File: src/rtl/dbg_entry_pkg.sv
package dbg_entry_pkg;
  typedef enum logic [1:0] {
    CTX_SCRATCH = 2'd0,
    CTX_RETPC   = 2'd1,
    CTX_STAT    = 2'd2,
    CTX_NONE    = 2'd3
  } ctx_sel_e;

  localparam int unsigned BREAK_OFFSET = 32'h20;
endpackage

File: src/rtl/dbg_mode_ctl.sv
module dbg_mode_ctl (
  input  logic clk,
  input  logic rst_n,
  input  logic halt_req_i,
  input  logic insn_done_i,
  input  logic irq_req_i,
  input  logic irq_en_i,
  input  logic dret_i,
  output logic dbg_q_o,
  output logic enter_o,
  output logic leave_o,
  output logic irq_grant_o
);
  logic dbg_q, pend_q;

  assign enter_o     = !dbg_q && insn_done_i && (pend_q || halt_req_i);
  assign leave_o     = dbg_q && dret_i;
  assign irq_grant_o = irq_req_i && irq_en_i && insn_done_i && !dbg_q && !enter_o;
  assign dbg_q_o     = dbg_q;

  always_ff @(posedge clk or negedge rst_n) begin
    if (!rst_n) begin
      dbg_q  <= 1'b0;
      pend_q <= 1'b0;
    end else begin
      if (enter_o)      dbg_q <= 1'b1;
      else if (leave_o) dbg_q <= 1'b0;

      if (enter_o || dbg_q) pend_q <= 1'b0;
      else if (halt_req_i)  pend_q <= 1'b1;
    end
  end

  assert_reset_normal_R1: assert property (@(posedge clk) disable iff (!rst_n)
    $past(!rst_n) |-> !dbg_q);
  assert_entry_at_boundary_R2: assert property (@(posedge clk) disable iff (!rst_n)
    $rose(dbg_q) |-> $past(insn_done_i));
  assert_halt_ignored_in_debug_R7: assert property (@(posedge clk) disable iff (!rst_n)
    (dbg_q && !dret_i) |=> dbg_q);
  assert_debug_beats_irq_R8: assert property (@(posedge clk) disable iff (!rst_n)
    enter_o |-> !irq_grant_o);
endmodule

File: src/rtl/dbg_ctx_regs.sv
module dbg_ctx_regs
  import dbg_entry_pkg::*;
#(
  parameter int unsigned ADDR_W = 32,
  parameter int unsigned STAT_W = 8
) (
  input  logic              clk,
  input  logic              rst_n,
  input  logic              dbg_mode_i,
  input  logic              enter_i,
  input  logic [ADDR_W-1:0] next_pc_i,
  input  logic [STAT_W-1:0] status_i,
  input  logic              acc_valid_i,
  input  logic              acc_write_i,
  input  logic [1:0]        acc_sel_i,
  input  logic [ADDR_W-1:0] acc_wdata_i,
  output logic [ADDR_W-1:0] acc_rdata_o,
  output logic              acc_illegal_o,
  output logic [ADDR_W-1:0] ret_pc_o,
  output logic [STAT_W-1:0] saved_stat_o
);
  logic [ADDR_W-1:0] scratch_q, retpc_q;
  logic [STAT_W-1:0] stat_q;
  logic              illegal_q;
  logic              wr_req, wr_ok, mapped;
  ctx_sel_e          sel;

  assign sel    = ctx_sel_e'(acc_sel_i);
  assign mapped = (sel != CTX_NONE);
  assign wr_req = acc_valid_i && acc_write_i && mapped;
  assign wr_ok  = wr_req && dbg_mode_i;

  always_ff @(posedge clk or negedge rst_n) begin
    if (!rst_n) begin
      scratch_q <= '0;
      retpc_q   <= '0;
      stat_q    <= '0;
      illegal_q <= 1'b0;
    end else begin
      illegal_q <= wr_req && !dbg_mode_i;
      if (enter_i) begin
        retpc_q <= next_pc_i;
        stat_q  <= status_i;
      end else if (wr_ok) begin
        case (sel)
          CTX_SCRATCH: scratch_q <= acc_wdata_i;
          CTX_RETPC:   retpc_q   <= acc_wdata_i;
          CTX_STAT:    stat_q    <= acc_wdata_i[STAT_W-1:0];
          default:     ;
        endcase
      end
    end
  end

  always_comb begin
    acc_rdata_o = '0;
    if (dbg_mode_i) begin
      case (sel)
        CTX_SCRATCH: acc_rdata_o = scratch_q;
        CTX_RETPC:   acc_rdata_o = retpc_q;
        CTX_STAT:    acc_rdata_o = ADDR_W'(stat_q);
        default:     acc_rdata_o = '0;
      endcase
    end
  end

  assign acc_illegal_o = illegal_q;
  assign ret_pc_o      = retpc_q;
  assign saved_stat_o  = stat_q;

  assert_context_saved_R5: assert property (@(posedge clk) disable iff (!rst_n)
    enter_i |=> (retpc_q == $past(next_pc_i)) && (stat_q == $past(status_i)));
  assert_normal_read_zero_R9: assert property (@(posedge clk) disable iff (!rst_n)
    !dbg_mode_i |-> acc_rdata_o == '0);
  assert_illegal_has_cause_R10: assert property (@(posedge clk) disable iff (!rst_n)
    illegal_q |-> $past(acc_valid_i && acc_write_i && !dbg_mode_i && mapped));
  assert_normal_write_dropped_R10: assert property (@(posedge clk) disable iff (!rst_n)
    (!dbg_mode_i && !enter_i) |=> $stable(scratch_q) && $stable(retpc_q) && $stable(stat_q));
endmodule

File: src/rtl/dbg_redirect.sv
module dbg_redirect
  import dbg_entry_pkg::*;
#(
  parameter int unsigned    ADDR_W   = 32,
  parameter int unsigned    STAT_W   = 8,
  parameter logic [ADDR_W-1:0] DBG_BASE = '0
) (
  input  logic              clk,
  input  logic              rst_n,
  input  logic              enter_i,
  input  logic              leave_i,
  input  logic [ADDR_W-1:0] ret_pc_i,
  input  logic [STAT_W-1:0] saved_stat_i,
  output logic              redir_valid_o,
  output logic [ADDR_W-1:0] redir_pc_o,
  output logic              stat_valid_o,
  output logic [STAT_W-1:0] stat_o
);
  localparam logic [ADDR_W-1:0] BREAK_VEC = DBG_BASE + ADDR_W'(BREAK_OFFSET);

  always_ff @(posedge clk or negedge rst_n) begin
    if (!rst_n) begin
      redir_valid_o <= 1'b0;
      redir_pc_o    <= '0;
      stat_valid_o  <= 1'b0;
      stat_o        <= '0;
    end else begin
      redir_valid_o <= enter_i || leave_i;
      stat_valid_o  <= leave_i;
      if (enter_i)      redir_pc_o <= BREAK_VEC;
      else if (leave_i) redir_pc_o <= ret_pc_i;
      if (leave_i)      stat_o     <= saved_stat_i;
    end
  end

  assert_break_vector_R4: assert property (@(posedge clk) disable iff (!rst_n)
    enter_i |=> redir_valid_o && (redir_pc_o == BREAK_VEC));
  assert_return_target_R6: assert property (@(posedge clk) disable iff (!rst_n)
    leave_i |=> redir_valid_o && stat_valid_o && (redir_pc_o == $past(ret_pc_i))
                && (stat_o == $past(saved_stat_i)));
endmodule

File: src/rtl/dbg_entry_ctrl.sv
module dbg_entry_ctrl
  import dbg_entry_pkg::*;
#(
  parameter int unsigned       ADDR_W   = 32,
  parameter int unsigned       STAT_W   = 8,
  parameter logic [ADDR_W-1:0] DBG_BASE = 32'h0080_0000
) (
  input  logic              clk,
  input  logic              rst_n,
  input  logic              halt_req_i,
  input  logic              insn_done_i,
  input  logic [ADDR_W-1:0] next_pc_i,
  input  logic [STAT_W-1:0] status_i,
  input  logic              irq_req_i,
  input  logic              irq_en_i,
  output logic              irq_grant_o,
  input  logic              dret_i,
  output logic              dbg_mode_o,
  output logic              redirect_valid_o,
  output logic [ADDR_W-1:0] redirect_pc_o,
  output logic              stat_restore_valid_o,
  output logic [STAT_W-1:0] stat_restore_o,
  input  logic              ctx_valid_i,
  input  logic              ctx_write_i,
  input  logic [1:0]        ctx_sel_i,
  input  logic [ADDR_W-1:0] ctx_wdata_i,
  output logic [ADDR_W-1:0] ctx_rdata_o,
  output logic              ctx_illegal_o
);
  logic              enter, leave, dbg_mode;
  logic [ADDR_W-1:0] ret_pc;
  logic [STAT_W-1:0] saved_stat;

  dbg_mode_ctl u_mode (
    .clk         (clk),
    .rst_n       (rst_n),
    .halt_req_i  (halt_req_i),
    .insn_done_i (insn_done_i),
    .irq_req_i   (irq_req_i),
    .irq_en_i    (irq_en_i),
    .dret_i      (dret_i),
    .dbg_q_o     (dbg_mode),
    .enter_o     (enter),
    .leave_o     (leave),
    .irq_grant_o (irq_grant_o)
  );

  dbg_ctx_regs #(.ADDR_W(ADDR_W), .STAT_W(STAT_W)) u_ctx (
    .clk           (clk),
    .rst_n         (rst_n),
    .dbg_mode_i    (dbg_mode),
    .enter_i       (enter),
    .next_pc_i     (next_pc_i),
    .status_i      (status_i),
    .acc_valid_i   (ctx_valid_i),
    .acc_write_i   (ctx_write_i),
    .acc_sel_i     (ctx_sel_i),
    .acc_wdata_i   (ctx_wdata_i),
    .acc_rdata_o   (ctx_rdata_o),
    .acc_illegal_o (ctx_illegal_o),
    .ret_pc_o      (ret_pc),
    .saved_stat_o  (saved_stat)
  );

  dbg_redirect #(.ADDR_W(ADDR_W), .STAT_W(STAT_W), .DBG_BASE(DBG_BASE)) u_redir (
    .clk           (clk),
    .rst_n         (rst_n),
    .enter_i       (enter),
    .leave_i       (leave),
    .ret_pc_i      (ret_pc),
    .saved_stat_i  (saved_stat),
    .redir_valid_o (redirect_valid_o),
    .redir_pc_o    (redirect_pc_o),
    .stat_valid_o  (stat_restore_valid_o),
    .stat_o        (stat_restore_o)
  );

  assign dbg_mode_o = dbg_mode;

  assert_entry_redirects_R4: assert property (@(posedge clk) disable iff (!rst_n)
    $rose(dbg_mode_o) |-> redirect_valid_o && !stat_restore_valid_o);
  assert_exit_restores_R6: assert property (@(posedge clk) disable iff (!rst_n)
    $fell(dbg_mode_o) |-> redirect_valid_o && stat_restore_valid_o);
endmodule

File: config.mk
export PLATFORM = sky130hd
export DESIGN_NAME = dbg_entry_ctrl
export DESIGN_NICKNAME = d
export VERILOG_FILES = /design/src/rtl/dbg_entry_pkg.sv /design/src/rtl/dbg_mode_ctl.sv /design/src/rtl/dbg_ctx_regs.sv /design/src/rtl/dbg_redirect.sv /design/src/rtl/dbg_entry_ctrl.sv
export SDC_FILE = /design/constraint.sdc
export NUM_CORES = 1
export LEC_CHECK = 0
export ABC_AREA = 0
export BUFFER_PORTS_ARGS = -buffer_cell sky130_fd_sc_hd__clkbuf_2
export CAP_MARGIN = 15
export CELL_PAD_IN_SITES_DETAIL_PLACEMENT = 1
export CELL_PAD_IN_SITES_GLOBAL_PLACEMENT = 1
export CORE_ASPECT_RATIO = 1.5
export CORE_MARGIN = 2
export CORE_UTILIZATION = 43
export CTS_CLUSTER_DIAMETER = 200
export CTS_CLUSTER_SIZE = 30
export DETAILED_ROUTE_END_ITERATION = 10
export GPL_TIMING_DRIVEN = 0
export HOLD_SLACK_MARGIN = 0.03
export PLACE_DENSITY = 0.85
export SLEW_MARGIN = 20
export SYNTH_ARGS = -nofsm -noshare
export SYNTH_HDL_FRONTEND = slang
export SYNTH_SLANG_ARGS = --single-unit
File: constraint.sdc
create_clock -name clk -period 3.7 [get_ports clk]
set_input_delay 0 -clock clk [delete_from_list [all_inputs] [get_ports clk]]
set_output_delay 0 -clock clk [all_outputs]
set_load 0.03 [all_outputs]
Word level (Yosys, flattened, before mapping)
Index checks and enable logic that the tools add are counted.
Word-level totals
  logic and storage cells: 53
  output and inout bits: 77
  bits of input ports: 83
  register bits after elaboration: 117
Cells by class
  reduce and logical (&&, ||, !) cells: 25
  bitwise logic cells: 1
  eq/ne operators: 3
  muxes and demuxes: 14
Operator list (count)
  2-to-1 mux 32 bit: 6
  case mux 32 bit (3 select lines): 1
  2-to-1 mux 8 bit: 3
  logical AND 1 bit: 11
  nonzero test 2 bit: 5
  2-to-1 mux 1 bit: 4
  AND reduction 2 bit: 2
  logical OR 1 bit: 3
  AND reduction 3 bit: 1
  == test 2 x 1 -> 1 bit, second input constant: 1
  == test 2 bit, second input constant: 1
  zero test 1 bit: 2
  zero test 2 bit: 1
  inequality test 2 bit, second input constant: 1
  inverter 1 bit: 1

Depth between registers and ports, before layout
  depth after elaboration: 5
  depth in mapped cells: 6
  depth with buffers taken out: 4

Modules after synthesis
Synthesis repeated with hierarchy kept, for this count alone.
Second synthesis, totals
  cells, all modules: 469
  area, all modules: 5686.7 um2
Modules (own cells, without submodules)
  dbg_ctx_regs: seq. area each 1826.8 um2, area an instance 3858.7 um2, cells an instance 334, instances 1
  dbg_redirect: seq. area each 1051.0 um2, area an instance 1709.1 um2, cells an instance 124, instances 1
  dbg_mode_ctl: seq. area each 50.0 um2, area an instance 118.9 um2, cells an instance 11, instances 1

Worst setup path before layout
OpenSTA, ideal clock, no wires.
  path type: register to register
  from: reg u_mode.dbg_q, in the netlist u_mode.dbg_q_o
  to: reg u_ctx.scratch_q[10]
  buffers on the path: 2
  arrival time: 1.562 ns
  slack: 2.013 ns
  cell stages (with the launch flop): 6
  data required time: 3.575 ns
  path through: dfrtp_1 -> buf_6 -> nand3_1 -> nor3_2 -> buf_4 -> mux2_2
Between the ends
  word-level cells in the longest chain between the ends: 5
RTL lines
  from (decl): line dbg_mode_ctl.sv:14  | logic dbg_q, pend_q;
  from (signal assigned): line dbg_mode_ctl.sv:23  | dbg_q <= 1'b0;
  from (signal assigned): line dbg_mode_ctl.sv:26  | if (enter_o) dbg_q <= 1'b1;
  from (signal assigned): line dbg_mode_ctl.sv:27  | else if (leave_o) dbg_q <= 1'b0;
  zero test 1 bit: line dbg_mode_ctl.sv:16  | assign enter_o = !dbg_q && insn_done_i && (pend_q || halt_req_i);
  logical AND 1 bit (2 in a row): line dbg_mode_ctl.sv:16
  inverter 1 bit (no source line)
  AND reduction 3 bit (no source line) *
  to (signal assigned): line dbg_ctx_regs.sv:46  | CTX_SCRATCH: scratch_q <= acc_wdata_i;
  to (decl): line dbg_ctx_regs.sv:22  | logic [ADDR_W-1:0] scratch_q, retpc_q;
Mark *: on every way between the ends. The rest lies on a longest branch, timed or not.
A chain may end at the register's enable or synchronous reset.

Final worst setup path
  from: reg u_mode.dbg_q, in the netlist u_mode.dbg_q_o
  to: reg u_ctx.retpc_q[24], in the netlist u_ctx.ret_pc_o[24]
Between the ends
  word-level cells in the longest chain between the ends: 5
RTL lines
  zero test 1 bit: line dbg_mode_ctl.sv:16
  logical AND 1 bit (2 in a row): line dbg_mode_ctl.sv:16
  nonzero test 2 bit (no source line)
  AND reduction 2 bit (no source line)
  to (signal assigned): line dbg_ctx_regs.sv:42  | retpc_q <= next_pc_i;
  to (signal assigned): line dbg_ctx_regs.sv:47  | CTX_RETPC: retpc_q <= acc_wdata_i;
  to (decl): line dbg_ctx_regs.sv:22
Parallel ways exist; a longest one is shown, timed or not.

==> flow_summary.rst <==
.. list-table::
   :header-rows: 1

   * - Metric
     - Value
   * - Result of the run
     - completed
   * - Total length of routed wires
     - 22.7 mm
   * - Number of warnings issued by yosys
     - 0
   * - Maximum fanout along the worst path
     - 10
   * - Worst path setup slack after routing
     - approximately 1.5 ns
   * - Data required time of the critical path
     - 4.05 ns
   * - Flip-flop and latch count after synthesis
     - 117
   * - Shortest clock period the worst path allows after layout
     - 2.16 ns
   * - Top Usage Layer GRT
     - met2
   * - Core Box Area
     - 0.0128 mm2
   * - Via count of the first global-routing pass
     - 6338
   * - Setup violators final
     - 0
   * - Placed wire-length estimate after detailed placement
     - between 10 and 15 mm
   * - Max-slew violation count
     - 0
   * - Met2 routing resource usage after global routing
     - approximately three fifths
   * - Critical Path AT
     - 2.51 ns
   * - Sequential fraction of the synthesis area
     - 52.2%
   * - Leakage component of the power
     - 4.15 nW
   * - Antenna viol nets, final
     - 0
   * - Met3 track demand over resource in global routing
     - 5.30%
   * - Unrepaired setup endpoints after global routing
     - false
   * - TritonCTS buffer count
     - 17
   * - Number of clock sinks
     - 117
   * - Fin nets
     - roughly 900
   * - Clock skew after layout
     - 0.0108 ns
   * - CTS Root Buffer Type
     - sky130_fd_sc_hd__clkbuf_16
   * - DRC errors left
     - 0
   * - Grt ovf
     - 0
   * - CTS clock-pin slew for the worst setup and hold paths
     - 0.06 ns
   * - Path type of the worst min-delay path
     - primary input to register
   * - Final weighted congestion in routability-driven placement
     - between 0.8 and 0.9
   * - Worst vdd ir
     - 0.381 mV
   * - Net count after synthesis
     - 623
   * - Total of cells resized after clock tree synthesis
     - 0
   * - Number of instances in the synthesized netlist
     - 540
   * - Proportion of netlist area held by the largest area contributor
     - 52.2%
   * - Width of the die
     - 97.2 um
   * - Type of the worst setup path
     - register to register
   * - Average via count per standard cell
     - 5.89
   * - Proportion of layout cells with a drive suffix above 1
     - 31.8%
   * - Startpoint kind of the worst setup timing path
     - register
   * - Cell chain of the critical path
     - buf_6 > nand2b_1 > nor2_1 > a221o_1 > dlygate4sd3_1
   * - Overall die height
     - approximately 140 um
   * - Wire length of the first global-routing pass
     - 34.7 mm
   * - Fraction of the cycle the final worst path needs
     - roughly three fifths
   * - Pin count of the biggest net entering global routing
     - 61
   * - Total via count after detailed routing
     - roughly 5700
   * - Routed len/inst
     - 23.3 um
   * - Area Growth Syn to Fin
     - 43.3%
   * - I/O pins
     - 160
   * - Number of DRC violations after detailed-routing iteration 0
     - 304
   * - Maximum operating frequency
     - 462 MHz
   * - Clock latency on the worst-skew pair
     - ~0.42 ns
   * - Biggest area consumer among synthesized cells
     - sky130_fd_sc_hd__dfrtp_1
   * - Row Count
     - 51
   * - Full die area
     - 0.0140 mm2
   * - Starting utilization of the core area
     - a little over two fifths
   * - Number of endpoints with negative hold slack in the final report
     - 0
   * - Nature of the critical path endpoint
     - register
   * - Number of buffers inserted by port buffering
     - 158
   * - Delay of the slowest cell on the worst path
     - 0.56 ns
   * - H-tree level count
     - 4
   * - Overall global routing resource usage
     - 32.5%
   * - Standard cell with the maximum stage delay on the critical path
     - sky130_fd_sc_hd__dlygate4sd3_1
   * - Buffers from clock root to sink, at most
     - 2
   * - Setup TNS
     - 0 ns
   * - Power density normalized to cell area
     - about 600 mW/mm2
   * - Worst slack after detailed placement
     - 1.87 ns
   * - Met1 demand-to-capacity share in global routing
     - 33.9%
   * - Max-cap viol count
     - 0
   * - Count of different cell masters after synthesis
     - 32
   * - First drt pass iteration count
     - 5
   * - Initial antenna violation count
     - 1
   * - Slew HR
     - 54.8%
   * - Post-synthesis instance area
     - 0.00560 mm2
   * - Transition time of the tightest slew-check pin
     - 0.677 ns
   * - Clock tree from TritonCTS
     - yes
   * - Average size of a mapped cell
     - 10.4 um2
   * - Top area cells in the synthesized netlist
     - sky130_fd_sc_hd__dfrtp_1 52%, sky130_fd_sc_hd__and3_1 8.1%, sky130_fd_sc_hd__nand2_1 6.8%, sky130_fd_sc_hd__a311o_1 6.1%, sky130_fd_sc_hd__mux2_2 6.0%
[power breakdown]
part	leakage, nW	switching [mW]	total [mW]	internal (mW)
combinational	2.38	0.797	1.32	0.520
clock	0.284	0.599	1.63	1.03
sequential	1.48	0.267	1.88	1.62
total	4.15	1.66	4.83	3.17
[Yosys cell counts]
cell and n:
sky130_fd_sc_hd__o21ai_0 3, sky130_fd_sc_hd__nand2_2 1, sky130_fd_sc_hd__nor2_1 26, sky130_fd_sc_hd__dfrtp_1 117, sky130_fd_sc_hd__nand2b_1 3, sky130_fd_sc_hd__and3_1 73
sky130_fd_sc_hd__nand2_4 1, sky130_fd_sc_hd__a211oi_1 1, sky130_fd_sc_hd__a31oi_1 2, sky130_fd_sc_hd__buf_4 4, sky130_fd_sc_hd__a22oi_2 1, sky130_fd_sc_hd__mux2_2 30
sky130_fd_sc_hd__inv_1 1, sky130_fd_sc_hd__mux2_1 2, sky130_fd_sc_hd__a311o_1 34, sky130_fd_sc_hd__nor3_2 1, sky130_fd_sc_hd__nor3_1 4, sky130_fd_sc_hd__a221o_1 4
sky130_fd_sc_hd__clkbuf_1 19, sky130_fd_sc_hd__buf_2 15, sky130_fd_sc_hd__nand2_1 101, sky130_fd_sc_hd__or2_1 1, sky130_fd_sc_hd__and2b_4 1, sky130_fd_sc_hd__and4b_1 1
sky130_fd_sc_hd__buf_1 2, sky130_fd_sc_hd__mux2i_1 32, sky130_fd_sc_hd__buf_6 7, sky130_fd_sc_hd__or2_2 8, sky130_fd_sc_hd__nor2b_1 1, sky130_fd_sc_hd__nand3_1 5
sky130_fd_sc_hd__clkinv_1 1, sky130_fd_sc_hd__a21oi_1 38
[timing repair]
action,4_1_cts,5_1_grt
setup buffers,0,0
hold endpoints to repair,191,1
hold buffers,81,1
[layout by cell type, fill, tap and decap left out, drive strengths merged, types with 2 or more instances in the layout]
cell type / n
and3: 73
a221o: 4
nor3: 5
buf: 29
nand2: 103
clkbuf: 198
dlygate4sd3: 82
mux2i: 32
dfrtp: 117
mux2: 32
clkinvlp: 2
clkinv: 7
nand3: 5
or2: 9
a31oi: 2
nor2: 26
a311o: 34
o21ai: 3
bufinv: 2
a21oi: 38
nand2b: 3
[path summary, 6_finish.rpt]
check / startpoint / to / slack [ns] / depth (start not counted)
max reg2reg: u_mode.dbg_q_o / u_ctx.ret_pc_o[24] / 1.54 / 5
max in group asynchronous: rst_n / u_redir.stat_o[1] / 2.90 / 3
min: halt_req_i / u_ctx.ret_pc_o[21] / 0.06 / 4
max: u_mode.dbg_q_o / u_ctx.ret_pc_o[24] / 1.54 / 5
min in group asynchronous: rst_n / u_redir.redir_pc_o[18] / 0.13 / 2
min reg2reg: u_redir.stat_o[5] / u_redir.stat_o[5] / 0.49 / 2
[final cells by class]
class / count / area, um2
Fill cell: 1407 / 4800
Timing Repair Buffer: 241 / 1650
Tap cell: 159 / 199
Buffer: 47 / 263
Inverter: 2 / 7.51
Multi-Input combinational cell: 374 / 2410
Clock inverter: 10 / 105
Antenna cell: 1 / 2.50
Clock buffer: 21 / 470
Sequential cell: 117 / 2930
[routing by layer]
metal	part of all wire [%]	vias to the layer above
li1	-	2439
met4	5.2	0
met2	55	289
met3	4.6	92
met5	0	-
met1	36	2904
[critical path: cells and delay by family (launching register included)]
kind | cells | cell delay [ns]
and+or+nand+nor | 2 | 0.73
buffers and inverters | 2 | 0.71
DFF | 1 | 0.40
AOI/OAI and AO/OA | 1 | 0.27
[logic make-up after synthesis]
| kind of cell | synth area share (%) |
|---|---|
| simple gates | 19.8 |
| buf+inv | 4.82 |
| compound gates | 11.0 |
| mux | 12.1 |
| flops | 52.2 |
[per-stage QoR]
step	power (mW)	utilization [%]	instance area, um2	hold WS [ns]	std cells
after floorplan	2.60	-	5600	-0.296	540
after global placement	2.98	51.4	6590	0.210	857
after detailed placement	3.06	51.7	6630	0.00847	858
after CTS	4.74	62.5	8020	0.0479	970
after global routing	5.00	62.6	8030	0.119	972
final	4.83	62.6	8030	0.0633	972
[state kept, by name (all words and copies together), names as in the netlist, 8 cells and up]
signal and count:
u_ctx.saved_stat_o 8, u_redir.redir_pc_o 32, u_redir.stat_o 8, u_ctx.scratch_q 32
u_ctx.ret_pc_o 32
No activity file was read; power rests on OpenSTA's default activity.
